==> config.mk <==
export PLATFORM = sky130hd
export DESIGN_NAME = sertx_buffered
export DESIGN_NICKNAME = d
export VERILOG_FILES = /design/src/rtl/sertx_pkg.sv /design/src/rtl/sertx_hold.sv /design/src/rtl/sertx_shift.sv /design/src/rtl/sertx_status.sv /design/src/rtl/sertx_buffered.sv
export SDC_FILE = /design/constraint.sdc
export NUM_CORES = 1
export LEC_CHECK = 0
export BUFFER_PORTS_ARGS = -buffer_cell sky130_fd_sc_hd__clkbuf_2
export CAP_MARGIN = 25
export CORE_MARGIN = 3
export CORE_UTILIZATION = 50
export CTS_BUF_LIST = sky130_fd_sc_hd__clkbuf_8 sky130_fd_sc_hd__clkbuf_16
export CTS_CLUSTER_SIZE = 25
export DETAILED_ROUTE_END_ITERATION = 6
export PLACE_DENSITY_LB_ADDON = 0.1
export SLEW_MARGIN = 20
export SYNTH_ARGS = -nofsm -noshare
export SYNTH_HDL_FRONTEND = slang
export SYNTH_SLANG_ARGS = --single-unit
==> constraint.sdc <==
create_clock -name clk -period 2.3 [get_ports clk]
set_clock_uncertainty 0.1 [all_clocks]
set_input_delay 0.23 -clock clk [delete_from_list [all_inputs] [get_ports clk]]
set_output_delay 0.23 -clock clk [all_outputs]
set_load 0.02 [all_outputs]
==> src/rtl/sertx_pkg.sv <==
package sertx_pkg;
  typedef enum logic [2:0] {
    ST_IDLE  = 3'd0,
    ST_LOAD  = 3'd1,
    ST_START = 3'd2,
    ST_DATA  = 3'd3,
    ST_PAR   = 3'd4,
    ST_STOP  = 3'd5
  } tx_state_e;
endpackage

==> src/rtl/sertx_hold.sv <==
// One-entry holding register ahead of the shifter.
module sertx_hold #(
  parameter int DW = 8
) (
  input  logic          clk,
  input  logic          rst_n,
  input  logic          en,
  input  logic          wr_en,
  input  logic [DW-1:0] wr_data,
  input  logic          take,
  output logic          full,
  output logic [DW-1:0] data
);
  logic          full_q, full_d;
  logic [DW-1:0] data_q, data_d;

  always_comb begin
    full_d = full_q;
    data_d = data_q;
    if (take) full_d = 1'b0;
    if (wr_en) begin
      full_d = 1'b1;
      data_d = wr_data;
    end
  end

  always_ff @(posedge clk or negedge rst_n) begin
    if (!rst_n) begin
      full_q <= 1'b0;
      data_q <= '0;
    end else if (!en) begin
      full_q <= 1'b0;
      data_q <= '0;
    end else begin
      full_q <= full_d;
      data_q <= data_d;
    end
  end

  assign full = full_q;
  assign data = data_q;
endmodule

==> src/rtl/sertx_shift.sv <==
// Frame sequencer: shifter, parity, serial line and companion clock.
module sertx_shift import sertx_pkg::*; #(
  parameter int DW = 8
) (
  input  logic          clk,
  input  logic          rst_n,
  input  logic          en,
  input  logic          bit_tick,
  input  logic          mid_tick,
  input  logic          par_en,
  input  logic          par_odd,
  input  logic          buf_full,
  input  logic [DW-1:0] buf_data,
  output logic          take,
  output logic          done,
  output logic          txd,
  output logic          sclk,
  output tx_state_e     state
);
  localparam int CW = (DW > 1) ? $clog2(DW) : 1;
  localparam logic [CW-1:0] LAST = CW'(DW - 1);

  tx_state_e     st_q, st_d;
  logic [DW-1:0] sh_q, sh_d;
  logic [CW-1:0] cnt_q, cnt_d;
  logic          par_q, par_d, pen_q, pen_d;
  logic          txd_q, txd_d, sclk_q, sclk_d;

  assign take = en & bit_tick & buf_full & ((st_q == ST_IDLE) | (st_q == ST_STOP));
  assign done = en & bit_tick & ~buf_full & (st_q == ST_STOP);

  always_comb begin
    st_d   = st_q;
    sh_d   = sh_q;
    cnt_d  = cnt_q;
    par_d  = par_q;
    pen_d  = pen_q;
    txd_d  = txd_q;
    sclk_d = sclk_q;
    if (bit_tick) begin
      unique case (st_q)
        ST_IDLE:  if (buf_full) st_d = ST_LOAD;
        ST_LOAD:  begin st_d = ST_START; txd_d = 1'b0; end
        ST_START: begin
          st_d  = ST_DATA;
          txd_d = sh_q[0];
          sh_d  = sh_q >> 1;
          cnt_d = '0;
        end
        ST_DATA: begin
          if (cnt_q == LAST) begin
            if (pen_q) begin st_d = ST_PAR;  txd_d = par_q; end
            else       begin st_d = ST_STOP; txd_d = 1'b1;  end
          end else begin
            txd_d = sh_q[0];
            sh_d  = sh_q >> 1;
            cnt_d = cnt_q + 1'b1;
          end
        end
        ST_PAR:   begin st_d = ST_STOP; txd_d = 1'b1; end
        ST_STOP: begin
          if (buf_full) begin st_d = ST_START; txd_d = 1'b0; end
          else          begin st_d = ST_IDLE;  txd_d = 1'b1; end
        end
        default:  begin st_d = ST_IDLE; txd_d = 1'b1; end
      endcase
      if (take) begin
        sh_d  = buf_data;
        par_d = (^buf_data) ^ par_odd;
        pen_d = par_en;
      end
      sclk_d = (st_d != ST_DATA);
    end else if (mid_tick) begin
      sclk_d = 1'b1;
    end
  end

  always_ff @(posedge clk or negedge rst_n) begin
    if (!rst_n) begin
      st_q   <= ST_IDLE;
      sh_q   <= '0;
      cnt_q  <= '0;
      par_q  <= 1'b0;
      pen_q  <= 1'b0;
      txd_q  <= 1'b1;
      sclk_q <= 1'b1;
    end else if (!en) begin
      st_q   <= ST_IDLE;
      sh_q   <= '0;
      cnt_q  <= '0;
      par_q  <= 1'b0;
      pen_q  <= 1'b0;
      txd_q  <= 1'b1;
      sclk_q <= 1'b1;
    end else begin
      st_q   <= st_d;
      sh_q   <= sh_d;
      cnt_q  <= cnt_d;
      par_q  <= par_d;
      pen_q  <= pen_d;
      txd_q  <= txd_d;
      sclk_q <= sclk_d;
    end
  end

  assign txd   = txd_q;
  assign sclk  = sclk_q;
  assign state = st_q;
endmodule

==> src/rtl/sertx_status.sv <==
// Status flags and interrupt selection.
module sertx_status (
  input  logic       clk,
  input  logic       rst_n,
  input  logic       en,
  input  logic       buf_full,
  input  logic       take,
  input  logic       done,
  input  logic       stat_rd,
  input  logic       irq_done_sel,
  output logic [1:0] stat_o,
  output logic       irq
);
  logic cmp_q, cmp_d, arm_q, arm_d, empty;

  always_comb begin
    cmp_d = cmp_q;
    arm_d = arm_q;
    if (stat_rd) cmp_d = 1'b0;
    if (done)    cmp_d = 1'b1;
    if (take)    arm_d = 1'b1;
  end

  always_ff @(posedge clk or negedge rst_n) begin
    if (!rst_n) begin
      cmp_q <= 1'b0;
      arm_q <= 1'b0;
    end else if (!en) begin
      cmp_q <= 1'b0;
      arm_q <= 1'b0;
    end else begin
      cmp_q <= cmp_d;
      arm_q <= arm_d;
    end
  end

  assign empty  = en & ~buf_full;
  assign stat_o = {cmp_q, empty};
  assign irq    = irq_done_sel ? cmp_q : (arm_q & empty);
endmodule

==> src/rtl/sertx_buffered.sv <==
module sertx_buffered import sertx_pkg::*; #(
  parameter int DW = 8
) (
  input  logic          clk,
  input  logic          rst_n,
  input  logic          en,
  input  logic          bit_tick,
  input  logic          mid_tick,
  input  logic          par_en,
  input  logic          par_odd,
  input  logic          irq_done_sel,
  input  logic          wr_en,
  input  logic [DW-1:0] wr_data,
  input  logic          stat_rd,
  output logic [1:0]    stat_o,
  output logic          txd,
  output logic          sclk,
  output logic          irq
);
  logic          buf_full, take, done;
  logic [DW-1:0] buf_data;
  tx_state_e     fsm_state;

  sertx_hold #(.DW(DW)) hold_i (
    .clk(clk), .rst_n(rst_n), .en(en), .wr_en(wr_en), .wr_data(wr_data),
    .take(take), .full(buf_full), .data(buf_data)
  );

  sertx_shift #(.DW(DW)) shift_i (
    .clk(clk), .rst_n(rst_n), .en(en), .bit_tick(bit_tick), .mid_tick(mid_tick),
    .par_en(par_en), .par_odd(par_odd), .buf_full(buf_full), .buf_data(buf_data),
    .take(take), .done(done), .txd(txd), .sclk(sclk), .state(fsm_state)
  );

  sertx_status status_i (
    .clk(clk), .rst_n(rst_n), .en(en), .buf_full(buf_full), .take(take),
    .done(done), .stat_rd(stat_rd), .irq_done_sel(irq_done_sel),
    .stat_o(stat_o), .irq(irq)
  );
endmodule

== After elaboration in Yosys (flattened, before gate mapping) ==
Cells that the tools add are included.
Storage, ports and cells
  register bits after elaboration: 29
  output and inout port bits: 5
  bits in latches: 0
  input port bits: 18
  word-level logic and storage cells: 89
  memories kept: 0
  memory bits (read-only): 0
  RAM bits: 0
Cells by class
  eq/ne operators: 18
  multiply operators: 0
  muxes and demuxes: 43
  $add $sub $neg: 1
  reduce and logical (&&, ||, !) cells: 6
  magnitude comparators: 0
  div/mod/pow operators: 0
  shift-type cells: 0
  bitwise logic cells: 10
Operator list (count)
  2-to-1 mux 8 bit: 6
  2-to-1 mux 1 bit: 24
  2-to-1 mux 3 bit: 8
  one-hot mux 3 bit (6 select lines): 1
  one-hot mux 8 bit (2 select lines): 1
  != test 3 x 1 -> 1 bit, second input constant: 4
  == test 3 bit, second input constant: 3
  parity 8 bit: 1
  bitwise AND 1 bit: 7
  == test 3 x 2 -> 1 bit, second input constant: 2
  != test 2 x 1 -> 1 bit, second input constant: 3
  one-hot mux 3 bit (2 select lines): 1
  AND reduction 3 bit: 2
  one-hot mux 1 bit (5 select lines): 1
  != test 4 x 1 -> 1 bit, second input constant: 1
  != test 4 bit, second input constant: 1
  AND reduction 2 bit: 2
  adder 3 x 1 -> 3 bit, second input constant: 1
  == test 3 x 1 -> 1 bit, second input constant: 1
  zero test 3 bit: 1
  != test 3 x 2 -> 1 bit, second input constant: 1
  != test 3 bit, second input constant: 1
  2-to-1 mux 2 bit: 1
  != test 2 bit, second input constant: 1
  other kinds (3): 3

== Logic depth before layout (Yosys ltp) ==
Gate-level depths: netlist (run 1).
  depth after elaboration: 7
  depth in mapped cells: 6

== Cells and area by module ==
From an unflattened synthesis (run 1), not the netlist that was laid out.
Unflattened totals
  cell total of the unflattened synthesis: 147
  area, all modules: 1639.1 um2
By module, submodules not included
  sertx_shift: times used 1, cells each 109, seq. area each 452.9 um2, area an instance 1149.9 um2
  sertx_hold: times used 1, cells each 28, seq. area each 225.2 um2, area an instance 380.4 um2
  sertx_status: times used 1, cells each 10, seq. area each 50.0 um2, area an instance 108.9 um2

== Worst setup path before layout (run 1) ==
No wires, ideal clock.
  kind: register -> register
  start: reg shift_i.cnt_q[0]
  end: reg shift_i.txd_q (netlist: shift_i.txd)
  stages on the path, launching flop included: 7
  data required time: 2107 ps
  slack: 641 ps
  period minus slack after synthesis: 1659 ps
  arrival: 1467 ps
  setup time: 93 ps
  buffers on the path: 0
  cells stage by stage: dfrtp_1 ha_1 ha_1 or2_2 o2111a_1 a211oi_1 o21ai_0
On the way
  longest elaborated chain between the ends: 5
Ends and longest elaborated chain
  from (decl): RTL line sertx_shift.sv:25  | logic [CW-1:0] cnt_q, cnt_d;
  from (signal assigned): RTL line sertx_shift.sv:98  | cnt_q <= cnt_d;
  == test 3 bit: RTL line sertx_shift.sv:51  | if (cnt_q == LAST) begin
  2-to-1 mux 1 bit: RTL line sertx_shift.sv:51
  one-hot mux 1 bit (5 select lines): RTL line sertx_shift.sv:41  | unique case (st_q)
  2-to-1 mux 1 bit: RTL line sertx_shift.sv:40  | if (bit_tick) begin
  2-to-1 mux 1 bit: RTL line sertx_shift.sv:87  | end else if (!en) begin
  to (signal assigned): RTL line sertx_shift.sv:101  | txd_q <= txd_d;
  to (decl): RTL line sertx_shift.sv:27  | logic txd_q, txd_d, sclk_q, sclk_d;
No other way between the ends. The select of a mux whose other input is x is not followed.
A chain may end at the register's enable or synchronous reset.

== Worst setup path after layout (run 1) ==
Same ends and word-level chain as after synthesis.

==> results of run 1 <==
==> metal layers <==
metal / vias to the layer above / GRT usage / part of all wire
li1: 568 / - / -
met1: 554 / 0.222 / 0.45
met2: 26 / 0.297 / 0.51
met3: 4 / 0.0682 / 0.034
met4: 0 / 0.0758 / 0.011
met5: - / 0 / 0
==> flip-flops by register name, indices dropped and copies added, names as in the netlist <==
register        count
hold_i.data         8
hold_i.full         1
shift_i.cnt_q       3
shift_i.par_q       1
shift_i.pen_q       1
shift_i.sclk        1
shift_i.sh_q        8
shift_i.state       3
shift_i.txd         1
status_i.arm_q      1
status_i.cmp_q      1
==> worst paths after layout <==
| path | slack, ps | to | cells past startpoint | startpoint |
|---|---|---|---|---|
| worst max-delay path | 530 | shift_i.txd | 6 | shift_i.cnt_q[0] |
| worst max register to register | 530 | shift_i.txd | 6 | shift_i.cnt_q[0] |
| worst min register to register | 370 | status_i.arm_q | 2 | status_i.arm_q |
| max in group asynchronous | 1200 | shift_i.sh_q[2] | 2 | rst_n |
| worst min-delay path | 60 | shift_i.pen_q | 3 | par_en |
| min in group asynchronous | 440 | status_i.cmp_q | 2 | rst_n |
==> where the power goes <==
group	switching (mW)	internal (mW)	leakage (nW)
Clock	0.187	0.205	0.0491
Combinational	0.0671	0.0655	0.431
Sequential	0.0227	0.530	0.389
==> timing repair <==
item                      4_1_cts  5_1_grt
hold buffers                    1        0
hold endpoints to repair       27        0
gates resized for setup         0        0
==> cells by family (layout without fill, tap and decap cells) <==
| logic type | Yosys count | in the layout | share of synthesized area |
|---|---|---|---|
| compound gates | 27 | 27 | 0.117 |
| simple gates | 57 | 57 | 0.199 |
| mux | 17 | 17 | 0.108 |
| xor+xnor | 8 | 8 | 0.0533 |
| flops | 29 | 29 | 0.463 |
| buf+inv | 12 | 33 | 0.0438 |
| fa+ha+maj | 2 | 2 | 0.0159 |
==> worst min-delay path, stage by stage <==
cell and delay, ps:
sky130_fd_sc_hd__clkbuf_2 80, sky130_fd_sc_hd__nand2_1 30, sky130_fd_sc_hd__o21ai_0 60
==> cell usage in the layout (no fill, tap or decap) <==
cell,netlist,layout
sky130_fd_sc_hd__o21a_1,1,1
sky130_fd_sc_hd__nor3b_2,1,1
sky130_fd_sc_hd__nor2b_1,16,16
sky130_fd_sc_hd__xnor3_1,1,1
sky130_fd_sc_hd__nand4_1,4,4
sky130_fd_sc_hd__o21bai_1,1,1
sky130_fd_sc_hd__a2111oi_2,1,1
sky130_fd_sc_hd__nor2_1,1,1
sky130_fd_sc_hd__nand2b_1,2,2
sky130_fd_sc_hd__and3_1,2,2
sky130_fd_sc_hd__nand3_1,3,3
sky130_fd_sc_hd__or2_2,1,1
sky130_fd_sc_hd__o31ai_1,2,2
sky130_fd_sc_hd__clkinv_2,0,2
sky130_fd_sc_hd__nand2_1,21,21
sky130_fd_sc_hd__dfstp_2,2,2
sky130_fd_sc_hd__a31o_2,1,1
sky130_fd_sc_hd__dlygate4sd3_1,0,1
sky130_fd_sc_hd__nor3_1,4,4
sky130_fd_sc_hd__nor2b_2,1,1
sky130_fd_sc_hd__nand3_4,1,1
sky130_fd_sc_hd__buf_4,5,1
sky130_fd_sc_hd__dfrtp_1,27,27
sky130_fd_sc_hd__xor2_1,2,2
sky130_fd_sc_hd__clkbuf_8,0,5
sky130_fd_sc_hd__ha_1,2,2
sky130_fd_sc_hd__inv_1,1,2
sky130_fd_sc_hd__a211oi_1,2,2
sky130_fd_sc_hd__clkbuf_2,0,22
sky130_fd_sc_hd__a32oi_1,1,1
sky130_fd_sc_hd__mux2i_1,17,17
sky130_fd_sc_hd__o21ai_0,11,11
sky130_fd_sc_hd__a21oi_1,2,2
sky130_fd_sc_hd__a21boi_0,4,4
sky130_fd_sc_hd__xnor2_1,5,5
sky130_fd_sc_hd__o2111a_1,1,1
==> per-stage QoR <==
stage,instances,power (mW)
finish,215,1.08
detailed placement,206,0.694
CTS,215,1.09
floorplan,152,0.652
global route,215,1.14
global placement,206,0.690
==> cell type report <==
class | instances | area share
clock buffers | 5 | 0.0389
clock inverters | 3 | 0.00777
inverters | 1 | 0.00212
multi-input cells | 111 | 0.438
flip-flops and latches | 29 | 0.411
well taps | 42 | 0.0297
repair buffers | 24 | 0.0721
==> out/summary.md, run 1 <==
Placement
- **number of buffers inserted by port buffering** 22
- **worst setup slack after placement** 517 ps
- **post-detailed-placement half-perimeter wirelength** 2070 um
- **gp weighted congestion** 0.846
- **Placed Instance Area** 0.00168 mm2

Power
- **Static Leakage** 0.869 nW
- **IR drop worst, VDD** 0.446 mV
- **power density over cell area** 608 mW/mm2

Floorplan
- **Ports** 23
- **Core ar.** 0.00288 mm2
- **chip width** 62.1 um
- **height of the chip** 62.1 um
- **Site Rows** 19
- **DIE AREA** 0.00385 mm2
- **Starting Density** 0.547

Timing
- **sum of negative setup slack** 0 ps
- **Slew Limit Headroom** 0.517
- **total count of max-transition violations in the final report** 0
- **final number of hold-violating endpoints** 0
- **FMAX** 564 MHz
- **setup violators final** 0
- **min setup slack post-route** 526 ps
- **Slew @ Worst Pin** 724 ps
- **unrepaired setup endpoints after global routing** false
- **part of the cycle the worst path needs** 0.771
- **Worst Hold Slack** 61.3 ps
- **final critical delay including setup and external delays** 1770 ps

Clocking
- **TritonCTS clock tree** yes
- **clock sink count** 29
- **buffers inserted by post-CTS timing repair** 0
- **buffer depth of the longest clock path** 2
- **H-tree lvl count** 2
- **total CTS buffers** 5
- **clk_lat worst skew** 280 ps
- **CTS Root Cell** sky130_fd_sc_hd__clkbuf_8
- **Clk pin slew, worst setup/hold paths** 60 ps

Final layout
- **final design area excluding fillers** 0.00177 mm2
- **Finished Core Util** 0.615
- **share of post-route cells with drive strength above 1** 0.220
- **fill count** 255
- **number of antenna diodes** 0
- **number of nets in the layout** 192
- **FF+latch area** 728 um2
- **total area of multi-input combinational cells** 776 um2
- **Layout area overhead** 12.6%

Worst setup path
- **startpoint kind of the worst setup timing path** register
- **maximum fanout along the worst path** 6
- **most used cell along the critical path** sky130_fd_sc_hd__ha_1
- **path type of the worst setup path** register to register
- **Worst path max stage delay** 400 ps
- **data arrival time of the critical path** 1850 ps
- **number of buffers and inverters on the critical path** 0
- **cell with the biggest individual delay on the critical path** sky130_fd_sc_hd__dfrtp_1
- **crit-path cells** ha_1 > ha_1 > or2_2 > o2111a_1 > a211oi_1 > o21ai_0
- **cell family with the largest share of critical-path delay** adder cells
- **element type at the critical path end** register
- **Req. time, crit path** 2380 ps

Yosys
- **Mapped Cells** 152
- **total number of yosys warnings** 0
- **synthesized netlist net count** 172
- **most used standard cell by instance count after synthesis** sky130_fd_sc_hd__dfrtp_1
- **top post-synthesis cells by area** sky130_fd_sc_hd__dfrtp_1 (43%), sky130_fd_sc_hd__mux2i_1 (11%), sky130_fd_sc_hd__nor2b_1 (6.4%), sky130_fd_sc_hd__nand2_1 (5.0%), sky130_fd_sc_hd__o21ai_0 (3.5%)
- **post-synthesis async set-or-reset flop share** 1.00
- **cell taking the most area after synthesis** sky130_fd_sc_hd__dfrtp_1
- **sequential fraction of the synthesis area** 0.463
- **number of enable-type register cells in the synthesized netlist** 0
- **synth cell count leaders** sky130_fd_sc_hd__dfrtp_1 (27), sky130_fd_sc_hd__nand2_1 (21), sky130_fd_sc_hd__mux2i_1 (17)
- **number of unique standard cell types used by synthesis** 34
- **post-synthesis average cell area** 10.3 um2
- **Most used DFF post-synth** sky130_fd_sc_hd__dfrtp_1
- **area share of the largest cell type after synthesis** 0.430
- **flip-flop and latch count after synthesis** 29
- **Post-Synthesis Cell Area** 0.00157 mm2

Global route
- **initial antenna violation count** 0
- **global route total overflow** 0
- **maximum number of pins on one net before global-route repair** 30
- **total global-route track usage** 0.185
- **number of global-route vias before repair** 1119
- **wire length of the first global-routing pass** 5050 um

Detailed routing
- **DRC** 0
- **first drt pass iteration count** 4
- **via density per instance** 5.36
- **count of antenna-violating nets left after detailed routing** 0
- **Detailed Route WL** 3000 um
- **via count of the routed design** 1152
- **first-iteration detailed-routing DRC count** 110
- **average wire per cell in the routed design** 13.9 um

Outcome
- **status** complete, no violations

Run
- **max_cap viols** 0

Worst hold path
- **class of the tightest hold or removal check** input port to register

Power figures use the tool's default switching activity.
==> run 2: changes to the inputs <==
clock period = 1.8 ns   (was 2.3 ns; I/O delays follow)
==> out/summary.md, run 2 (synthesis results as in run 1) <==
Outcome
- **status** complete, no violations, unchanged

Detailed routing
- **count of antenna-violating nets left after detailed routing** 0, unchanged
- **first drt pass iteration count** 4, unchanged
- **Detailed Route WL** 2830 um, was 3000 um
- **DRC** 0, unchanged
- **average wire per cell in the routed design** 12.9 um, was 13.9 um
- **via count of the routed design** 1129, was 1152
- **first-iteration detailed-routing DRC count** 27, was 110
- **via density per instance** 5.16, was 5.36

Timing
- **Slew @ Worst Pin** 711 ps, was 724 ps
- **final number of hold-violating endpoints** 0, unchanged
- **Slew Limit Headroom** 0.526, was 0.517
- **sum of negative setup slack** 0 ps, unchanged
- **unrepaired setup endpoints after global routing** false, unchanged
- **part of the cycle the worst path needs** 0.944, was 0.771
- **FMAX** 589 MHz, was 564 MHz
- **total count of max-transition violations in the final report** 0, unchanged
- **setup violators final** 0, unchanged
- **final critical delay including setup and external delays** 1700 ps, was 1770 ps
- **min setup slack post-route** 101 ps, was 526 ps

Power
- **net switching share of the total power** 0.214, was 0.257
- **part of the total power dissipated in combinational logic** 0.106, was 0.123
- **Static Leakage** 0.906 nW, was 0.869 nW
- **proportion of power drawn by flip-flops and latches** 0.419, was 0.513
- **IR drop worst, VDD** 0.519 mV, was 0.446 mV
- **total internal power** 1.31 mW, was 0.800 mW
- **power density over cell area** 902 mW/mm2, was 608 mW/mm2
- **Clk network pwr share** 0.475, was 0.364
- **switching power total** 0.358 mW, was 0.277 mW

Final layout
- **number of antenna diodes** 0, unchanged
- **most frequent standard cell in the layout excluding fill and tap cells** sky130_fd_sc_hd__dfrtp_1, unchanged
- **number of nets in the layout** 196, was 192
- **share of post-route cells with drive strength above 1** 0.249, was 0.220
- **commonest cells after routing, fill and taps aside** sky130_fd_sc_hd__dfrtp_1 (27), sky130_fd_sc_hd__clkbuf_2 (22), sky130_fd_sc_hd__nand2_1 (21), unchanged
- **Layout area overhead** 17.9%, was 12.6%

Global route
- **total global-route track usage** 0.176, was 0.185
- **global route total overflow** 0, unchanged
- **wire length of the first global-routing pass** 4850 um, was 5050 um
- **maximum number of pins on one net before global-route repair** 30, unchanged
- **initial antenna violation count** 0, unchanged
- **number of global-route vias before repair** 1115, was 1119

Floorplan
- **Ports** 23, unchanged
- **Site Rows** 19, unchanged
- **Core ar.** 0.00288 mm2, unchanged
- **DIE AREA** 0.00385 mm2, unchanged
- **height of the chip** 62.1 um, unchanged
- **Starting Density** 0.547, unchanged
- **chip width** 62.1 um, unchanged

Worst setup path
- **cell with the biggest individual delay on the critical path** sky130_fd_sc_hd__dfrtp_1, unchanged
- **number of buffers and inverters on the critical path** 0, unchanged
- **startpoint kind of the worst setup timing path** register, unchanged
- **Worst path max stage delay** 400 ps, about the same
- **cell family with the largest share of critical-path delay** adder cells, unchanged
- **data arrival time of the critical path** 1800 ps, was 1850 ps
- **path type of the worst setup path** register to register, unchanged
- **element type at the critical path end** register, unchanged
- **Req. time, crit path** 1900 ps, was 2380 ps
- **maximum fanout along the worst path** 6, unchanged
- **crit-path cells** ha_1 > ha_2 > or2_2 > o2111a_1 > a211oi_1 > o21ai_1, was ha_1 > ha_1 > or2_2 > o2111a_1 > a211oi_1 > o21ai_0

Clocking
- **CTS Root Cell** sky130_fd_sc_hd__clkbuf_8, unchanged
- **Clk pin slew, worst setup/hold paths** 60 ps, about the same
- **H-tree lvl count** 2, unchanged
- **TritonCTS clock tree** yes, unchanged
- **buffer depth of the longest clock path** 2, unchanged
- **clk_lat worst skew** 280 ps, about the same
- **total CTS buffers** 5, unchanged
- **clock sink count** 29, unchanged

Placement
- **number of buffers inserted by port buffering** 22, unchanged
- **post-detailed-placement half-perimeter wirelength** 2070 um, about the same
- **gp weighted congestion** 0.883, was 0.846
- **worst setup slack after placement** 50.3 ps, was 517 ps

Worst hold path
- **class of the tightest hold or removal check** input port to register, unchanged

Run
- **max_cap viols** 0, unchanged

[run 2: cell count changes in the layout (fill, tap and decap cells not counted)]
cell / delta
sky130_fd_sc_hd__inv_1: -1
sky130_fd_sc_hd__o21ai_1: +1
sky130_fd_sc_hd__buf_4: +4
sky130_fd_sc_hd__ha_2: +1
sky130_fd_sc_hd__ha_1: -1
sky130_fd_sc_hd__o21ai_0: -1
sky130_fd_sc_hd__bufinv_16: +2
sky130_fd_sc_hd__clkinv_2: -1
[run 2: layout make-up]
| type | count | area, um2 |
|---|---|---|
| Sequential cell | 29 | 728 |
| Fill cell | 250 | 1020 |
| Clock buffer | 5 | 68.8 |
| Inverter | 1 | 3.75 |
| Multi-Input combinational cell | 111 | 778 |
| Timing Repair Buffer | 28 | 158 |
| Tap cell | 42 | 52.6 |
| Clock inverter | 3 | 65.1 |
[run 2: worst paths after layout]
| path | start | end | slack, ps | cells after the start |
|---|---|---|---|---|
| worst max-delay path | shift_i.cnt_q[0] | shift_i.txd | 100 | 6 |
| worst min-delay path | par_en | shift_i.pen_q | 10 | 3 |
| worst max register to register | shift_i.cnt_q[0] | shift_i.txd | 100 | 6 |
| worst min register to register | status_i.arm_q | status_i.arm_q | 370 | 2 |
| max in group asynchronous | rst_n | status_i.arm_q | 760 | 2 |
| min in group asynchronous | rst_n | shift_i.pen_q | 390 | 2 |
[run 2: per-layer routing]
layer / track usage / up-vias / wire length, um
met5: 0 / - / 0
met4: 0.0788 / 0 / 52
met3: 0.0558 / 7 / 97
met2: 0.275 / 20 / 1350
met1: 0.222 / 527 / 1330
li1: - / 575 / -
[run 2: metrics by stage]
| step | cells | hold slack [ps] | power, mW | utilization | cell area, um2 |
|---|---|---|---|---|---|
| 6_report | 219 | 9.98 | 1.67 | 0.645 | 1850 |
| 5_1_grt | 219 | 27.4 | 1.75 | 0.645 | 1850 |
| 3_3_place_gp | 210 | 157 | 0.887 | 0.594 | 1710 |
| 4_1_cts | 219 | 3.91 | 1.70 | 0.644 | 1850 |
| 3_5_place_dp | 210 | 170 | 0.891 | 0.594 | 1710 |
| 2_1_floorplan | 152 | -216 | 0.834 | - | 1570 |
[run 2: what timing repair did]
action | 4_1_cts | 5_1_grt
gates resized for setup | 0 | 2
setup endpoints to repair | 0 | 10
buffers inserted | 0 | 0
endpoints found under the hold margin | 27 | 0
hold buffers | 1 | 0
[run 2: tightest hold or removal path, stage by stage]
cell and delay (ps):
sky130_fd_sc_hd__clkbuf_2 80, sky130_fd_sc_hd__nand2_1 40, sky130_fd_sc_hd__o21ai_0 60
[run 2: power by group through the flow]
stage | combinational [mW] | clock (mW) | sequential, mW
finish | 0.178 | 0.794 | 0.701
global route | 0.200 | 0.848 | 0.705
CTS | 0.181 | 0.813 | 0.701
detailed placement | 0.179 | 0 | 0.712
global placement | 0.175 | 0 | 0.712
floorplan | 0.129 | 0 | 0.705
==> run 3: changes to the inputs <==
SETUP_SLACK_MARGIN = 0.15   (was not set)
==> out/summary.md, run 3 (synthesis results as in run 1) <==
Timing
- **Worst Hold Slack** 7.77 ps, was 9.98 ps
- **Slew @ Worst Pin** 709 ps, was 711 ps
- **sum of negative setup slack** 0 ps, unchanged
- **unrepaired setup endpoints after global routing** true, was false
- **final number of hold-violating endpoints** 0, unchanged
- **final critical delay including setup and external delays** 1610 ps, was 1700 ps
- **total count of max-transition violations in the final report** 0, unchanged
- **setup violators final** 0, unchanged
- **part of the cycle the worst path needs** 0.895, was 0.944
- **Slew Limit Headroom** 0.527, was 0.526
- **FMAX** 621 MHz, was 589 MHz

Power
- **IR drop worst, VDD** 0.497 mV, was 0.519 mV
- **Static Leakage** 0.902 nW, was 0.906 nW
- **net switching share of the total power** 0.227, was 0.214
- **part of the total power dissipated in combinational logic** 0.121, was 0.106
- **switching power total** 0.356 mW, was 0.358 mW
- **total internal power** 1.21 mW, was 1.31 mW
- **power density over cell area** 831 mW/mm2, was 902 mW/mm2
- **proportion of power drawn by flip-flops and latches** 0.444, was 0.419
- **Clk network pwr share** 0.435, was 0.475

Worst setup path
- **crit-path cells** ha_2 > ha_4 > or2_4 > o2111a_1 > a211oi_2 > o21ai_1, was ha_1 > ha_2 > or2_2 > o2111a_1 > a211oi_1 > o21ai_1
- **beginning of the worst register-to-register path** shift_i.cnt_q[1], was shift_i.cnt_q[0]
- **register-to-register path setup slack** 190 ps, was 100 ps
- **critical path endpoint** shift_i.txd, unchanged
- **maximum fanout along the worst path** 6, unchanged
- **Worst path max stage delay** 390 ps, was 400 ps
- **element type at the critical path end** register, unchanged
- **startpoint kind of the worst setup timing path** register, unchanged
- **capture instance of the worst register-to-register path** shift_i.txd, unchanged
- **data arrival time of the critical path** 1700 ps, was 1800 ps
- **worst reg-to-reg path cell count** 6, unchanged
- **path type of the worst setup path** register to register, unchanged
- **Req. time, crit path** 1890 ps, was 1900 ps
- **crit path from** shift_i.cnt_q[1], was shift_i.cnt_q[0]
- **cell with the biggest individual delay on the critical path** sky130_fd_sc_hd__dfrtp_1, unchanged

Floorplan
- **Ports** 23, unchanged
- **height of the chip** 62.1 um, unchanged
- **Starting Density** 0.547, unchanged
- **Site Rows** 19, unchanged
- **Core ar.** 0.00288 mm2, unchanged
- **DIE AREA** 0.00385 mm2, unchanged
- **chip width** 62.1 um, unchanged

Global route
- **maximum number of pins on one net before global-route repair** 30, unchanged
- **number of global-route vias before repair** 1098, was 1115
- **global route total overflow** 0, unchanged
- **wire length of the first global-routing pass** 4740 um, was 4850 um
- **total global-route track usage** 0.170, was 0.176
- **initial antenna violation count** 0, unchanged

Clocking
- **clk_lat worst skew** 270 ps, was 280 ps
- **total CTS buffers** 5, unchanged
- **CTS Root Cell** sky130_fd_sc_hd__clkbuf_8, unchanged
- **Clk pin slew, worst setup/hold paths** 60 ps, about the same
- **clock sink count** 29, unchanged
- **H-tree lvl count** 2, unchanged
- **buffer depth of the longest clock path** 2, unchanged
- **TritonCTS clock tree** yes, unchanged

Detailed routing
- **Detailed Route WL** 2870 um, was 2830 um
- **first-iteration detailed-routing DRC count** 61, was 27
- **count of antenna-violating nets left after detailed routing** 0, unchanged
- **via count of the routed design** 1127, was 1129
- **total met2 wirelength after detailed routing** 1360 um, was 1350 um
- **first drt pass iteration count** 4, unchanged
- **wl on met1** 1350 um, was 1330 um
- **via density per instance** 5.15, was 5.16
- **Met3 Routed Length** 103 um, was 97 um
- **highest metal layer with signal wires** met4, unchanged
- **average wire per cell in the routed design** 13.1 um, was 12.9 um
- **DRC** 0, unchanged

Final layout
- **number of antenna diodes** 0, unchanged
- **most frequent standard cell in the layout excluding fill and tap cells** sky130_fd_sc_hd__dfrtp_1, unchanged
- **number of nets in the layout** 196, unchanged
- **Layout area overhead** 20.2%, was 17.9%
- **commonest cells after routing, fill and taps aside** sky130_fd_sc_hd__dfrtp_1 (27), sky130_fd_sc_hd__clkbuf_2 (22), sky130_fd_sc_hd__nand2_1 (18), was sky130_fd_sc_hd__dfrtp_1 (27), sky130_fd_sc_hd__clkbuf_2 (22), sky130_fd_sc_hd__nand2_1 (21)
- **Post-Layout Cell Count** 219, unchanged
- **share of post-route cells with drive strength above 1** 0.282, was 0.249

Placement
- **number of buffers inserted by port buffering** 22, unchanged
- **post-detailed-placement half-perimeter wirelength** 2080 um, was 2070 um
- **# placed instances** 209, was 210
- **gp weighted congestion** 0.865, was 0.883

Outcome
- **status** complete, no violations, unchanged

Run
- **max_cap viols** 0, unchanged

Worst hold path
- **class of the tightest hold or removal check** input port to register, unchanged

## run 3: cell types whose count changed in the layout (fill, tap and decap cells not counted), moves of 2 or more
cell / delta
sky130_fd_sc_hd__a211oi_2: +2
sky130_fd_sc_hd__nand2_1: -3
sky130_fd_sc_hd__a211oi_1: -2
sky130_fd_sc_hd__nand2_2: +3
## run 3: worst max-delay path: cells and delay by family (launching register included)
kind | cells | cell delay, ps
flops | 1 | 390
simple gates | 1 | 220
fa+ha+maj | 2 | 390
compound gates | 3 | 430
## run 3: repair_timing
item	in CTS	in global routing
hold buffers	1	0
endpoints found under the hold margin	27	0
setup buffers	0	1
resized for setup	4	9
endpoints found under the setup margin	6	12
pin swaps	1	6
## run 3: power groups by stage
stage          sequential, mW  clock, mW  combinational, mW
2_1_floorplan           0.705          0              0.129
3_3_place_gp            0.709          0              0.179
3_5_place_dp            0.709          0              0.183
4_1_cts                 0.697      0.704              0.185
5_1_grt                 0.701      0.737              0.212
6_report                0.698      0.683              0.190
## run 3: final cells by class
class / instances / area [um2]
well taps: 42 / 52.6
inverters: 1 / 3.75
clock buffers: 6 / 82.6
repair buffers: 28 / 158
fillers: 245 / 986
flip-flops and latches: 29 / 728
clock inverters: 2 / 33.8
multi-input cells: 111 / 832
## run 3: routing by layer
layer  GRT usage  vias up
met4      0.0818        0
met2       0.280       22
met5           0        -
met3      0.0434        5
li1            -      577
met1       0.205      523
## run 3: how the worst min path moves through the flow
stage / depth (start not counted) / end / startpoint
2_1_floorplan: 0 / hold_i.data[0] / rst_n
3_3_place_gp: 1 / shift_i.cnt_q[2] / rst_n
3_5_place_dp: 1 / shift_i.state[2] / rst_n
4_1_cts: 3 / shift_i.pen_q / par_en
5_1_grt: 3 / shift_i.pen_q / par_en
6_report: 3 / shift_i.pen_q / par_en
## run 3: per-stage QoR
| stage | area (um2) | total power [mW] | setup slack, ps | util |
|---|---|---|---|---|
| floorplan | 1580 | 0.834 | 180 | - |
| global placement | 1700 | 0.887 | 119 | 0.592 |
| detailed placement | 1700 | 0.892 | 64.4 | 0.592 |
| CTS | 1850 | 1.59 | 151 | 0.642 |
| global route | 1890 | 1.65 | 117 | 0.657 |
| finish | 1890 | 1.57 | 189 | 0.657 |
